<file path="src/rtl/chclr_pkg.sv">
package chclr_pkg;
  localparam int unsigned BYTE_W = 8;
  localparam int unsigned IDX_W  = 6;

  // register offsets decoded by the block
  localparam logic [7:0] OFS_ERR_EN_CLR = 8'h1B;
  localparam logic [7:0] OFS_IRQ_CLR    = 8'h1C;

  typedef enum logic [1:0] {
    TGT_NONE   = 2'd0,
    TGT_ERR_EN = 2'd1,
    TGT_IRQ    = 2'd2
  } clr_tgt_e;

  typedef struct packed {
    clr_tgt_e         tgt;
    logic             all;
    logic [IDX_W-1:0] idx;
  } clr_cmd_t;
endpackage

</file>
<file path="src/rtl/chclr_cmd_decode.sv">
module chclr_cmd_decode
  import chclr_pkg::*;
#(
  parameter int unsigned ADDR_W = 8
) (
  input  logic              wr,
  input  logic [ADDR_W-1:0] addr,
  input  logic [BYTE_W-1:0] wdata,
  output clr_cmd_t          cmd
);
  localparam logic [ADDR_W-1:0] ERR_OFS = ADDR_W'(OFS_ERR_EN_CLR);
  localparam logic [ADDR_W-1:0] IRQ_OFS = ADDR_W'(OFS_IRQ_CLR);

  // the most significant byte bit is reserved and takes no part in decode
  logic unused_rsvd_bit;
  assign unused_rsvd_bit = wdata[BYTE_W-1];

  always_comb begin
    cmd.tgt = TGT_NONE;
    if (wr) begin
      if (addr == ERR_OFS)      cmd.tgt = TGT_ERR_EN;
      else if (addr == IRQ_OFS) cmd.tgt = TGT_IRQ;
    end
    cmd.all = wdata[IDX_W];
    cmd.idx = wdata[IDX_W-1:0];
  end
endmodule

</file>
<file path="src/rtl/chclr_mask_gen.sv">
module chclr_mask_gen
  import chclr_pkg::*;
#(
  parameter int unsigned NUM_CH = 64,
  parameter clr_tgt_e    TARGET = TGT_IRQ
) (
  input  clr_cmd_t          cmd,
  output logic [NUM_CH-1:0] mask
);
  logic hit;
  assign hit = (cmd.tgt == TARGET);

  // an index with no matching channel (reserved in narrow builds) selects nothing
  for (genvar ch = 0; ch < NUM_CH; ch++) begin : g_ch
    assign mask[ch] = hit && (cmd.all || (cmd.idx == IDX_W'(ch)));
  end
endmodule

</file>
<file path="src/rtl/chclr_flag_bank.sv">
module chclr_flag_bank #(
  parameter int unsigned NUM_CH = 64
) (
  input  logic              clk,
  input  logic              rst_n,
  input  logic [NUM_CH-1:0] set,
  input  logic [NUM_CH-1:0] clr,
  output logic [NUM_CH-1:0] q
);
  for (genvar ch = 0; ch < NUM_CH; ch++) begin : g_bit
    always_ff @(posedge clk or negedge rst_n) begin
      if (!rst_n)           q[ch] <= 1'b0;
      else if (set[ch])     q[ch] <= 1'b1;   // a set beats a clear
      else if (clr[ch])     q[ch] <= 1'b0;
    end
  end
endmodule

</file>
<file path="src/rtl/chflag_clear_regs.sv">
module chflag_clear_regs
  import chclr_pkg::*;
#(
  parameter int unsigned NUM_CH = 64,
  parameter int unsigned ADDR_W = 8
) (
  input  logic              clk,
  input  logic              rst_n,
  input  logic [ADDR_W-1:0] bus_addr,
  input  logic              bus_wr,
  input  logic              bus_rd,
  input  logic [7:0]        bus_wdata,
  output logic [7:0]        bus_rdata,
  input  logic [NUM_CH-1:0] err_en_set,
  input  logic [NUM_CH-1:0] irq_set,
  output logic [NUM_CH-1:0] err_en,
  output logic [NUM_CH-1:0] irq_req
);
  clr_cmd_t          cmd;
  logic [NUM_CH-1:0] err_clr;
  logic [NUM_CH-1:0] irq_clr;

  // both clear registers are write-only; reads see zero
  logic unused_rd_strobe;
  assign unused_rd_strobe = bus_rd;
  assign bus_rdata = '0;

  chclr_cmd_decode #(.ADDR_W(ADDR_W)) u_dec (
    .wr   (bus_wr),
    .addr (bus_addr),
    .wdata(bus_wdata),
    .cmd  (cmd)
  );

  chclr_mask_gen #(.NUM_CH(NUM_CH), .TARGET(TGT_ERR_EN)) u_err_mask (
    .cmd (cmd),
    .mask(err_clr)
  );

  chclr_mask_gen #(.NUM_CH(NUM_CH), .TARGET(TGT_IRQ)) u_irq_mask (
    .cmd (cmd),
    .mask(irq_clr)
  );

  chclr_flag_bank #(.NUM_CH(NUM_CH)) u_err_bank (
    .clk  (clk),
    .rst_n(rst_n),
    .set  (err_en_set),
    .clr  (err_clr),
    .q    (err_en)
  );

  chclr_flag_bank #(.NUM_CH(NUM_CH)) u_irq_bank (
    .clk  (clk),
    .rst_n(rst_n),
    .set  (irq_set),
    .clr  (irq_clr),
    .q    (irq_req)
  );
endmodule

</file>
<file path="config.mk">
export PLATFORM = sky130hd
export DESIGN_NAME = chflag_clear_regs
export DESIGN_NICKNAME = d
export VERILOG_FILES = /design/src/rtl/chclr_pkg.sv /design/src/rtl/chclr_cmd_decode.sv /design/src/rtl/chclr_mask_gen.sv /design/src/rtl/chclr_flag_bank.sv /design/src/rtl/chflag_clear_regs.sv
export SDC_FILE = /design/constraint.sdc
export NUM_CORES = 1
export LEC_CHECK = 0
export ABC_AREA = 1
export BUFFER_PORTS_ARGS = -buffer_cell sky130_fd_sc_hd__buf_2
export CAP_MARGIN = 10
export CELL_PAD_IN_SITES_DETAIL_PLACEMENT = 1
export CELL_PAD_IN_SITES_GLOBAL_PLACEMENT = 1
export CORE_ASPECT_RATIO = 0.7
export CORE_UTILIZATION = 32
export DETAILED_ROUTE_END_ITERATION = 7
export HOLD_SLACK_MARGIN = 0.02
export PLACE_DENSITY_LB_ADDON = 0.05
export SLEW_MARGIN = 20
export SYNTH_ARGS = -nofsm -noshare
export SYNTH_HDL_FRONTEND = slang
export SYNTH_SLANG_ARGS = --single-unit
</file>
<file path="constraint.sdc">
create_clock -name clk -period 0.8 [get_ports clk]
set_clock_uncertainty 0.05 [all_clocks]
set_input_delay 0.08 -clock clk [delete_from_list [all_inputs] [get_ports clk]]
set_output_delay 0.08 -clock clk [all_outputs]
set_load 0.02 [all_outputs]
</file>
== Word level (Yosys, flattened, before mapping) ==
Cells that the tools add are included.
Word-level totals
  register bits: 128
  input bits: 148
  output and inout bits: 136
Operators by class
  eq/ne operators: 67
  mux-type cells: 259
  reduce and logical (&&, ||, !) cells: 321
Operators with widths (count)
  two-way mux 1 bit: 256
  nonzero test 2 bit: 128
  equality test 6 bit (second input constant): 32
  logical AND 1 bit: 128
  equality test 6 x 5 -> 1 bit (second input constant): 16
  logical OR 1 bit: 64
  equality test 6 x 4 -> 1 bit (second input constant): 8
  equality test 6 x 3 -> 1 bit (second input constant): 4
  equality test 8 x 5 -> 1 bit (second input constant): 2
  equality test 6 x 2 -> 1 bit (second input constant): 2
  equality test 6 x 1 -> 1 bit (second input constant): 1
  zero test 6 bit: 1
  two-way mux 2 bit: 3
  equality test 2 x 1 -> 1 bit (second input constant): 1
  equality test 2 bit (second input constant): 1

== Longest topological paths before layout ==
Gate-level depths: netlist (run 1).
  word-level depth: 8
  depth in mapped cells: 8
  mapped depth without buffers: 7

== By module ==
A second synthesis (run 1) with hierarchy kept.
Second synthesis, totals
  cells, all modules: 1028
  area total of the unflattened synthesis: 7134.3 um2
Modules (own cells, without submodules)
  chclr_flag_bank: times used 2, cells each 320, area each 2562.5 um2, sequential area each 1601.5 um2
  chclr_mask_gen: times used 2, cells each 177, area each 909.6 um2, sequential area each 0.0 um2
  chclr_cmd_decode: times used 1, cells each 25, area each 126.4 um2, sequential area each 0.0 um2
  chflag_clear_regs: times used 1, cells each 9, area each 63.8 um2, sequential area each 0.0 um2

== Worst setup path after synthesis (run 1) ==
No wires, ideal clock.
  path type: in2reg
  start point: input port bus_addr[5]
  end point: register u_err_bank.q[21]
  setup time: 0.117 ns
  data arrival time: 0.853 ns
  data required time: 0.633 ns
  path slack: -0.220 ns
  stages: 7
  cell sequence: nor2_1 > nand3_1 > nor2_4 > buf_6 > nand2_1 > nand2_1 > nand2_1
Between the ends
  cells in the longest elaborated chain, start to end: 7
  elaborated cells between the ends (all ways): 8
Ends and longest elaborated chain
  start, declared: line chflag_clear_regs.sv:9  | input logic [ADDR_W-1:0] bus_addr,
  equality test 8 x 5 -> 1 bit: line chclr_cmd_decode.sv:22  | else if (addr == IRQ_OFS) cmd.tgt = TGT_IRQ;
  two-way mux 2 bit: line chclr_cmd_decode.sv:22
  two-way mux 2 bit (*): line chclr_cmd_decode.sv:21  | if (addr == ERR_OFS) cmd.tgt = TGT_ERR_EN;
  two-way mux 2 bit (*): line chclr_cmd_decode.sv:20  | if (wr) begin
  equality test 2 x 1 -> 1 bit (*): line chclr_mask_gen.sv:11  | assign hit = (cmd.tgt == TARGET);
  logical AND 1 bit (*): line chclr_mask_gen.sv:15  | assign mask[ch] = hit && (cmd.all || (cmd.idx == IDX_W'(ch)));
  nonzero test 2 bit (no source line) (*)
  end signal, assigned by index: line chclr_flag_bank.sv:12  | if (!rst_n) q[ch] <= 1'b0;
  end signal, assigned by index: line chclr_flag_bank.sv:13  | else if (set[ch]) q[ch] <= 1'b1;
  end signal, assigned by index: line chclr_flag_bank.sv:14  | else if (clr[ch]) q[ch] <= 1'b0;
  end, declared: line chclr_flag_bank.sv:8  | output logic [NUM_CH-1:0] q
Mark *: on every way between the ends. The rest lies on a longest branch, timed or not.
A chain may end at the register's enable or synchronous reset.

== Final worst setup path (run 1) ==
  start point: register u_irq_bank.q[3]
  end point: output port irq_req[3]
RTL lines
  start, declared: line chclr_flag_bank.sv:8
  start signal, assigned by index: line chclr_flag_bank.sv:12
  start signal, assigned by index: line chclr_flag_bank.sv:13
  start signal, assigned by index: line chclr_flag_bank.sv:14
  end, declared: line chflag_clear_regs.sv:17  | output logic [NUM_CH-1:0] irq_req
No word-level cell between the ends.

==> metrics.yaml, run 1 <==
outcome: "complete, but fails checks"
violations: "setup timing"
synth_area_leaders: "dfrtp_1 (52%), nand2_1 (28%), inv_1 (8.4%)"
crit_type: "flop to primary output"
path_cells: "buf_6"
tritoncts: "done"
fp.dieW_um: 168
holdWs_ns: 0.176
path_max_fanout: 2
p_leak_nw: 6.76
yosysSeqAreaShare_pct: 51.7
syn-cell-area_um2: 6190
grt_pass1_vias: 8380
start_kind: "flop"
setup_tns_ns: -50.73
area_growth_pct: 107
syn-instance-count: 845
yosysTopAreaCellShare_pct: 51.7
clk_latency_ns: 0.43
die_height_um: 118
hp-class: "input pin to asynchronous set/reset pin"
ant_nets: 0
htree_num_levels: 4
cap_violations: 0
max_freq_ghz: 0.859
p_per_area_nw_per_um2: 1380
yosysTopAreaCell: "dfrtp_1"
final_hold_viol_count: 0
gr-usage-all-layers_pct: 31.0
grt_setup_unrepaired: "true"
fp.dieArea_um2: 19900
portBuffers: 273
post-place-ws_ns: -0.475
crit_path_max_incr_delay_ns: 0.43
fin_ws_ns: -0.364
min_period_ns: 1.16
crit_buf_inv: 1
grt_overflow: 0
synth_seq_cells: 128
yosysWarnings: 0
cp-end-kind: "primary output"
io_pins: 284
firstDrtPassIters: 5
via_count: 7993
cts.clk_slew.worst_paths_ns: 0.07
cp.required_ns: 0.67
postRouteWirelength_mm: 37.6
numCtsBuffers: 17
num_rows: 42
clock-root-buffer: "clkbuf_16"
peakVddDrop_uv: 1050
dp.cells: 1372
fill_cells: 2121
path_delay_family: "flip-flops"
min_period_over_period_pct: 145
grt_pass1_wl_mm: 46.4
core_um2: 18900
cp_slowest_cell: "dfrtp_1"
vias_per_cell: 4.91
fin_nets: 1522
clockBufferDepth: 2
clock-sinks: 128
hpwl_mm: 16.3
maxSlewViolCount: 0
routabilityCongestion: 0.752
wl_per_cell_um: 23.1
synth.avg_cell_area_um2: 7.33
ys_types: 15
power_w: 0.0177
drc: 0
drt-initial-drc-count: 470
final_cells: 1629
finalSetupViolCount: 256
antenna_found_initial: 1
grt_start_max_net_pins: 52
cp.arrival_ns: 1.03
drive_above_1_share_pct: 46.0
ff2ff_setup_slack_ns: -0.17
start_util_pct: 32.7
## synthesized netlist by cell type (all sizes together)
cell type / n
nand3: 62
buf: 35
inv: 143
conb: 1
nor2: 15
clkbuf: 3
nand4: 1
nand2: 457
dfrtp: 128
## power by group
part           internal (W)  total, W  switching [W]  leakage [nW]
clock               0.00553   0.00883        0.00330         0.303
combinational       0.00109   0.00237        0.00128          5.34
sequential          0.00648   0.00649     0.00000788          1.12
## metrics by stage
stage | instance area [um^2] | util, %
after floorplan | 6280 | -
after global placement | 8170 | 43.2
after detailed placement | 8170 | 43.2
after CTS | 11600 | 61.4
after global routing | 12800 | 67.8
final | 12800 | 67.8
## per-layer routing
layer  wire length (um)  vias up  GRT usage [%]  share of wire, %
met5                  0        -              0                 0
met4               1680        0           9.32               4.5
met3               2540      124           7.77               6.8
met2              19600      410           56.0                52
met1              13800     3954           35.9                37
li1                   -     3505              -                 -
## logic make-up (layout without fill, tap and decap cells)
family                 after synthesis  after routing  synth area share, %
buffers and inverters              181            715                 13.4
DFF                                128            128                 51.7
other                                1              9               0.0606
and+or+nand+nor                    535            535                 34.8
## state kept, by name, summed over array words and instances, names as in the netlist
register	count
u_irq_bank.q	64
u_err_bank.q	64
## cell usage in the layout (no fill, tap or decap), drive strengths merged
| cell type | Yosys | layout |
|---|---|---|
| bufinv | 0 | 5 |
| dfrtp | 128 | 128 |
| nand2 | 457 | 457 |
| buf | 35 | 403 |
| clkinv | 0 | 4 |
| nor2 | 15 | 15 |
| dlygate4sd3 | 0 | 129 |
| clkbuf | 3 | 27 |
| nand4 | 1 | 1 |
| inv | 143 | 144 |
| clkinvlp | 0 | 3 |
| conb | 1 | 8 |
| nand3 | 62 | 62 |
| diode | 0 | 1 |
## cell type report
type / instances / area (um^2) / share of cell area [%]
clock inverter: 13 / 213 / 1.66
antenna: 1 / 2.50 / 0.0195
clock buffer: 18 / 429 / 3.35
tap: 242 / 303 / 2.36
multi-input combinational: 543 / 2920 / 22.8
timing repair buffer: 541 / 5190 / 40.5
sequential: 128 / 3200 / 25.0
inverter: 143 / 552 / 4.30
## worst paths after layout
check / startpoint / end / cells past startpoint
max: u_irq_bank.q[3] / irq_req[3] / 1
min in group clk: bus_wdata[6] / u_irq_bank.q[9] / 7
max in group asynchronous: rst_n / u_irq_bank.q[54] / 3
min: rst_n / u_irq_bank.q[5] / 3
max reg2reg: u_err_bank.q[30] / u_err_bank.q[30] / 3
min reg2reg: u_err_bank.q[47] / u_err_bank.q[47] / 2
## repair_timing
item                                    in CTS  in global routing
gates cloned                                 7                  9
endpoints found under the setup margin     135                256
hold buffers                               129                  0
pin swaps                                    9                 75
endpoints found under the hold margin      256                  0
setup buffers                               56                 47
gates resized for setup                    285                251
Note: power is estimated with default switching activity, not from simulation.
==> inputs of run 2 (changes only) <==
CORE_ASPECT_RATIO = 0.6   (was 0.7)
==> run 2 against run 1 <==
Net effect:
- the run still ends with setup timing left
- worst setup slack got worse by 0.0045 ns
- via count rose by 4.6%
- critical path type unchanged
- first-iteration DRC count up 15%
- critical endpoint is now err_en[30]
- die area hardly changed
- wire length grew 9.5%
==> metrics.yaml, run 2 (synthesis results as in run 1) <==
p_clk_share_pct: 50.2
firstDrtPassIters: 5
antenna_found_initial: 2
cap_violations: 0
postRouteWirelength_mm: 41.2
reg.largest.list: "u_err_bank.q: 64 flops, u_irq_bank.q: 64 flops"
power_w: 0.0180
drive_above_1_share_pct: 51.1
pwr-share-comb_pct: 13.7
wl_per_cell_um: 25.5
grt_start_max_net_pins: 60
path_max_fanout: 2
portBuffers: 273
path_cells: "buf_6"
p_leak_nw: 7.00
clk_latency_ns: 0.42
swShare_pct: 27.1
fill_cells: 1995
ant_nets: 0
core_um2: 18500
final_core_util_pct: 70.4
p_per_area_nw_per_um2: 1380
clockBufferDepth: 2
area_growth_pct: 110
placed_area_um2: 8120
drc: 0
gr-usage-all-layers_pct: 30.3
grt_overflow: 0
routabilityCongestion: 0.773
mostFrequentLayoutCells: "nand2_1 (211), nand2_2 (158), buf_6 (141), buf_2 (140), inv_1 (133)"
outcome: "complete, but fails checks"
power.switching_w: 0.00487
p_int_w: 0.0131
htree_num_levels: 4
max_freq_ghz: 0.856
die_height_um: 110
clock-sinks: 128
path_delay_family: "flip-flops"
peakVddDrop_uv: 1720
start_kind: "flop"
grt_setup_unrepaired: "true"
final_hold_viol_count: 0
hpwl_mm: 16.4
crit_buf_inv: 1
violations: "setup timing"
finalSetupViolCount: 256
min_period_over_period_pct: 146
cp_slowest_cell: "dfrtp_1"
fin_ws_ns: -0.369
final_common_cell: "nand2_1"
hp-class: "input pin to asynchronous set/reset pin"
p_seq_share_pct: 36.1
via_count: 8358
setup_tns_ns: -59.45
crit_path_max_incr_delay_ns: 0.45
tritoncts: "done"
num_rows: 38
grt_pass1_vias: 8201
cp.arrival_ns: 1.04
fp.dieW_um: 182
min_period_ns: 1.17
drt-initial-drc-count: 541
clock-root-buffer: "clkbuf_16"
numCtsBuffers: 17
vias_per_cell: 5.18
maxSlewViolCount: 0
cts.clk_slew.worst_paths_ns: 0.07
io_pins: 284
cp.required_ns: 0.67
holdWs_ns: 0.138
cp-end-kind: "primary output"
final_area_um2: 13000
start_util_pct: 33.5
grt_pass1_wl_mm: 45.5
crit_type: "flop to primary output"
fp.dieArea_um2: 19900
fin_nets: 1507
run 2: cell count changes in the layout (fill, tap and decap cells not counted), sizes merged:
cell | previous run | this run
buf | 403 | 385
clkbuf | 27 | 31
clkinv | 4 | 6
clkinvlp | 3 | 1
diode | 1 | 2
inv | 144 | 143
run 2: power groups by stage:
stage	Combinational (W)	Clock (W)	Sequential, W
final	0.00245	0.00902	0.00649
after global routing	0.00256	0.00926	0.00648
after CTS	0.00196	0.00879	0.00649
after detailed placement	0.00144	0	0.00661
after global placement	0.00144	0	0.00661
after floorplan	0.000567	0	0.00662
run 2: final timing paths:
| kind | startpoint | endpoint | slack (ns) | cells after the start |
|---|---|---|---|---|
| hold / removal | rst_n | u_err_bank.q[49] | 0.14 | 3 |
| min in group clk | bus_wdata[6] | u_irq_bank.q[21] | 0.27 | 7 |
| setup / recovery | u_err_bank.q[30] | err_en[30] | -0.37 | 1 |
| hold reg to reg | u_err_bank.q[23] | u_err_bank.q[23] | 0.44 | 2 |
| setup reg to reg | u_irq_bank.q[32] | u_irq_bank.q[32] | -0.16 | 3 |
| max in group asynchronous | rst_n | u_irq_bank.q[53] | 0.15 | 4 |
run 2: per-layer routing:
layer / wire (um) / track usage [%]
met1: 15800 / 35.8
met4: 1880 / 9.75
met3: 2610 / 7.82
met5: 0 / 0
met2: 20900 / 54.6
run 2: timing repair:
item | 4_1_cts | 5_1_grt
gates cloned | 4 | 15
pin swaps | 7 | 107
setup buffers | 41 | 31
hold endpoints to repair | 256 | 0
setup endpoints to repair | 203 | 256
hold buffers | 129 | 0
gates resized for setup | 271 | 361
run 2: layout make-up:
type / instances / area [um^2] / share of cell area [%]
multi-input cells: 543 / 3300 / 25.3
clock inverters: 12 / 210 / 1.61
inverters: 143 / 553 / 4.24
well taps: 240 / 300 / 2.30
flip-flops and latches: 128 / 3200 / 24.6
diodes: 2 / 5.00 / 0.0384
repair buffers: 526 / 5030 / 38.6
clock buffers: 19 / 433 / 3.32
run 2: metrics by stage:
| step | setup WS (ns) | cells |
|---|---|---|
| floorplan | -0.182 | 852 |
| CTS | -0.341 | 1571 |
| global route | -0.386 | 1613 |
| finish | -0.369 | 1613 |
| detailed placement | -0.491 | 1366 |
| global placement | -0.459 | 1366 |
==> inputs of run 3 (changes only) <==
PLACE_DENSITY = 0.79   (was unset)
PLACE_DENSITY_LB_ADDON = unset   (was 0.05)
REMOVE_ABC_BUFFERS = 1   (was unset)
==> run 3 against run 2 <==
Net effect:
- the run now fails in global routing (5_1_grt)
- synthesized cell count unchanged
- synthesized area unchanged
==> metrics.yaml, run 3 <==
clock-sinks: 128
hpwl_mm: 16.9
htree_num_levels: 4
yosysTopAreaCellShare_pct: 51.7
numCtsBuffers: 17
yosysWarnings: 0
synth.most_common_cell: "nand2_1"
outcome: "stopped before the end"
clockBufferDepth: 2
io_pins: 284
yosysTopAreaCell: "dfrtp_1"
clock-root-buffer: "clkbuf_16"
first-error: "[ERROR DPL-0033] detailed placement checks failed during check placement."
synth_area_leaders: "dfrtp_1 (52%), nand2_1 (28%), inv_1 (8.4%)"
die_height_um: 110
start_util_pct: 33.5
portBuffers: 273
yosysSeqAreaShare_pct: 51.7
antenna_found_initial: 4
fp.dieW_um: 182
synth_edf_count: 0
grt_start_max_net_pins: 36
synth_commonest_cells: "nand2_1 (457), inv_1 (138), dfrtp_1 (128)"
post-place-ws_ns: -0.519
routabilityCongestion: 0.814
lastStage: "global routing (5_1_grt)"
ys_types: 15
dominantRegCellSynth: "dfrtp_1"
postSynth.asyncResetShare_pct: 100
worst_endpoint: "err_en[1]"
syn-instance-count: 845
num_rows: 38
worst-ep-kind: "primary output"
syn-cell-area_um2: 6190
dp.cells: 1363
synth.avg_cell_area_um2: 7.33
synth_seq_cells: 128
## run 3: cell counts after synthesis
No cell type changed its count.
## run 3: what timing repair did
| action | in CTS |
|---|---|
| pin swaps | 26 |
| setup endpoints to repair | 237 |
| setup buffers | 67 |
| hold endpoints to repair | 256 |
| cloned | 14 |
| hold buffers | 129 |
| gates resized for setup | 355 |
## run 3: logic make-up after synthesis
family	after synthesis	share of synthesized area [%]
other	1	0.0606
buffers and inverters	181	13.4
DFF	128	51.7
and+or+nand+nor	535	34.8
## run 3: stage by stage
step	util (%)	area, um^2
after floorplan	-	5930
after global placement	43.8	8110
after CTS	65.3	12100
after detailed placement	43.8	8110
==> inputs of run 4 (changes only) <==
CELL_PAD_IN_SITES_DETAIL_PLACEMENT = unset   (was 1)
CELL_PAD_IN_SITES_GLOBAL_PLACEMENT = unset   (was 1)
CORE_ASPECT_RATIO = unset   (was 0.6)
CORE_UTILIZATION = 30   (was 32)
HOLD_SLACK_MARGIN = unset   (was 0.02)
PLACE_DENSITY = unset   (was 0.79)
PLACE_DENSITY_LB_ADDON = 0.15   (was unset)
==> run 4 against run 3 <==
Net effect:
- the flow now finishes, with violations (setup timing)
==> metrics.yaml, run 4 (synthesis results as in run 1) <==
cap_violations: 0
final_common_cell: "nand2_1"
mostFrequentLayoutCells: "nand2_1 (309), buf_6 (167), buf_2 (140), inv_1 (136), dlygate4sd3_1 (129)"
grt_overflow: 0
htree_num_levels: 4
dp.cells: 1393
area_growth_pct: 99.0
min_period_over_period_pct: 139
hpwl_mm: 14.3
p_leak_nw: 6.47
routabilityCongestion: 0.751
drive_above_1_share_pct: 42.9
path_delay_family: "flip-flops"
num_rows: 52
fin_nets: 1492
grt_pass1_wl_mm: 34.9
via_count: 7008
cp.arrival_ns: 0.98
p_int_w: 0.0120
clk_latency_ns: 0.41
r2r_start: "u_err_bank.q[46]"
p_clk_share_pct: 46.3
peakVddDrop_uv: 1330
clockBufferDepth: 2
setup_tns_ns: -36.30
numCtsBuffers: 17
crit_path_max_incr_delay_ns: 0.42
cp_slowest_cell: "dfrtp_1"
grt_pass1_vias: 7031
fp.dieW_um: 146
final_area_um2: 12300
regArea_um2: 3200
grt_start_max_net_pins: 36
reg.largest.list: "u_err_bank.q: 64 flops, u_irq_bank.q: 64 flops"
core_um2: 20200
fill_cells: 1739
cp.required_ns: 0.67
crit_buf_inv: 1
firstDrtPassIters: 4
cts.clk_slew.worst_paths_ns: 0.06
start_kind: "flop"
path_cells: "buf_6"
start_util_pct: 30.6
cp-end-kind: "primary output"
clock-root-buffer: "clkbuf_16"
p_seq_share_pct: 40.6
hp-class: "input pin to asynchronous set/reset pin"
min_period_ns: 1.11
clock-sinks: 128
grt_setup_unrepaired: "true"
placed_area_um2: 8170
p_per_area_nw_per_um2: 1300
power.switching_w: 0.00403
pwr-share-comb_pct: 13.1
vias_per_cell: 4.30
violations: "setup timing"
outcome: "complete, but fails checks"
ant_nets: 0
maxSlewViolCount: 0
fin_ws_ns: -0.312
drc: 0
wl_per_cell_um: 15.3
crit_type: "flop to primary output"
die_height_um: 146
swShare_pct: 25.2
drt-initial-drc-count: 227
startpoint: "u_irq_bank.q[27]"
portBuffers: 273
final_cells: 1628
fp.dieArea_um2: 21200
antenna_found_initial: 1
path_max_fanout: 2
io_pins: 284
final_hold_viol_count: 0
gr-usage-all-layers_pct: 20.9
postRouteWirelength_mm: 24.9
finalSetupViolCount: 160
tritoncts: "done"
multi_input_area_um2: 2770
max_freq_ghz: 0.899
==> run 4: metal layers <==
layer	up-vias	track usage (%)	part of all wire [%]
met5	-	0	0
met4	0	7.26	2.1
met3	34	4.17	4.8
met2	241	37.1	51
met1	3288	25.3	42
li1	3445	-	-
==> run 4: area by class of cell <==
cell class | count | share of cell area, %
Antenna cell | 1 | 0.0203
Clock buffer | 22 | 3.77
Clock inverter | 10 | 0.711
Inverter | 143 | 4.36
Multi-Input combinational cell | 543 | 22.5
Sequential cell | 128 | 26.0
Tap cell | 270 | 2.74
Timing Repair Buffer | 511 | 39.9
==> run 4: path summary, 6_finish.rpt <==
kind,end,slack [ns],depth (start not counted)
hold / removal,u_err_bank.q[30],0.04,2
min in group clk,u_err_bank.q[27],0.20,7
setup reg to reg,u_err_bank.q[46],-0.08,4
hold reg to reg,u_irq_bank.q[43],0.44,2
setup / recovery,irq_req[27],-0.31,1
max in group asynchronous,u_irq_bank.q[61],0.19,3
==> run 4: per-stage QoR <==
step | util, % | total power, W | hold WS, ns | worst slack, ns
after floorplan | - | 0.00708 | -0.266 | -0.617
after global placement | 40.4 | 0.00804 | -0.102 | -0.408
after detailed placement | 40.4 | 0.00804 | -0.101 | -0.422
after CTS | 54.9 | 0.0160 | 0.0182 | -0.322
after global routing | 60.9 | 0.0166 | 0.0345 | -0.341
final | 60.9 | 0.0160 | 0.0405 | -0.312
==> run 4: power by group through the flow <==
stage	registers (W)	clock network [W]	logic, W
global route	0.00649	0.00781	0.00229
floorplan	0.00662	0	0.000462
finish	0.00649	0.00740	0.00209
global placement	0.00660	0	0.00144
CTS	0.00649	0.00754	0.00194
detailed placement	0.00660	0	0.00144
==> run 4: what timing repair did <==
item	CTS	global route
endpoints found under the hold margin	256	0
setup buffers	40	33
resized for setup	256	239
hold buffers	129	0
setup endpoints to repair	128	252
pin swaps	0	71
cloned	0	14
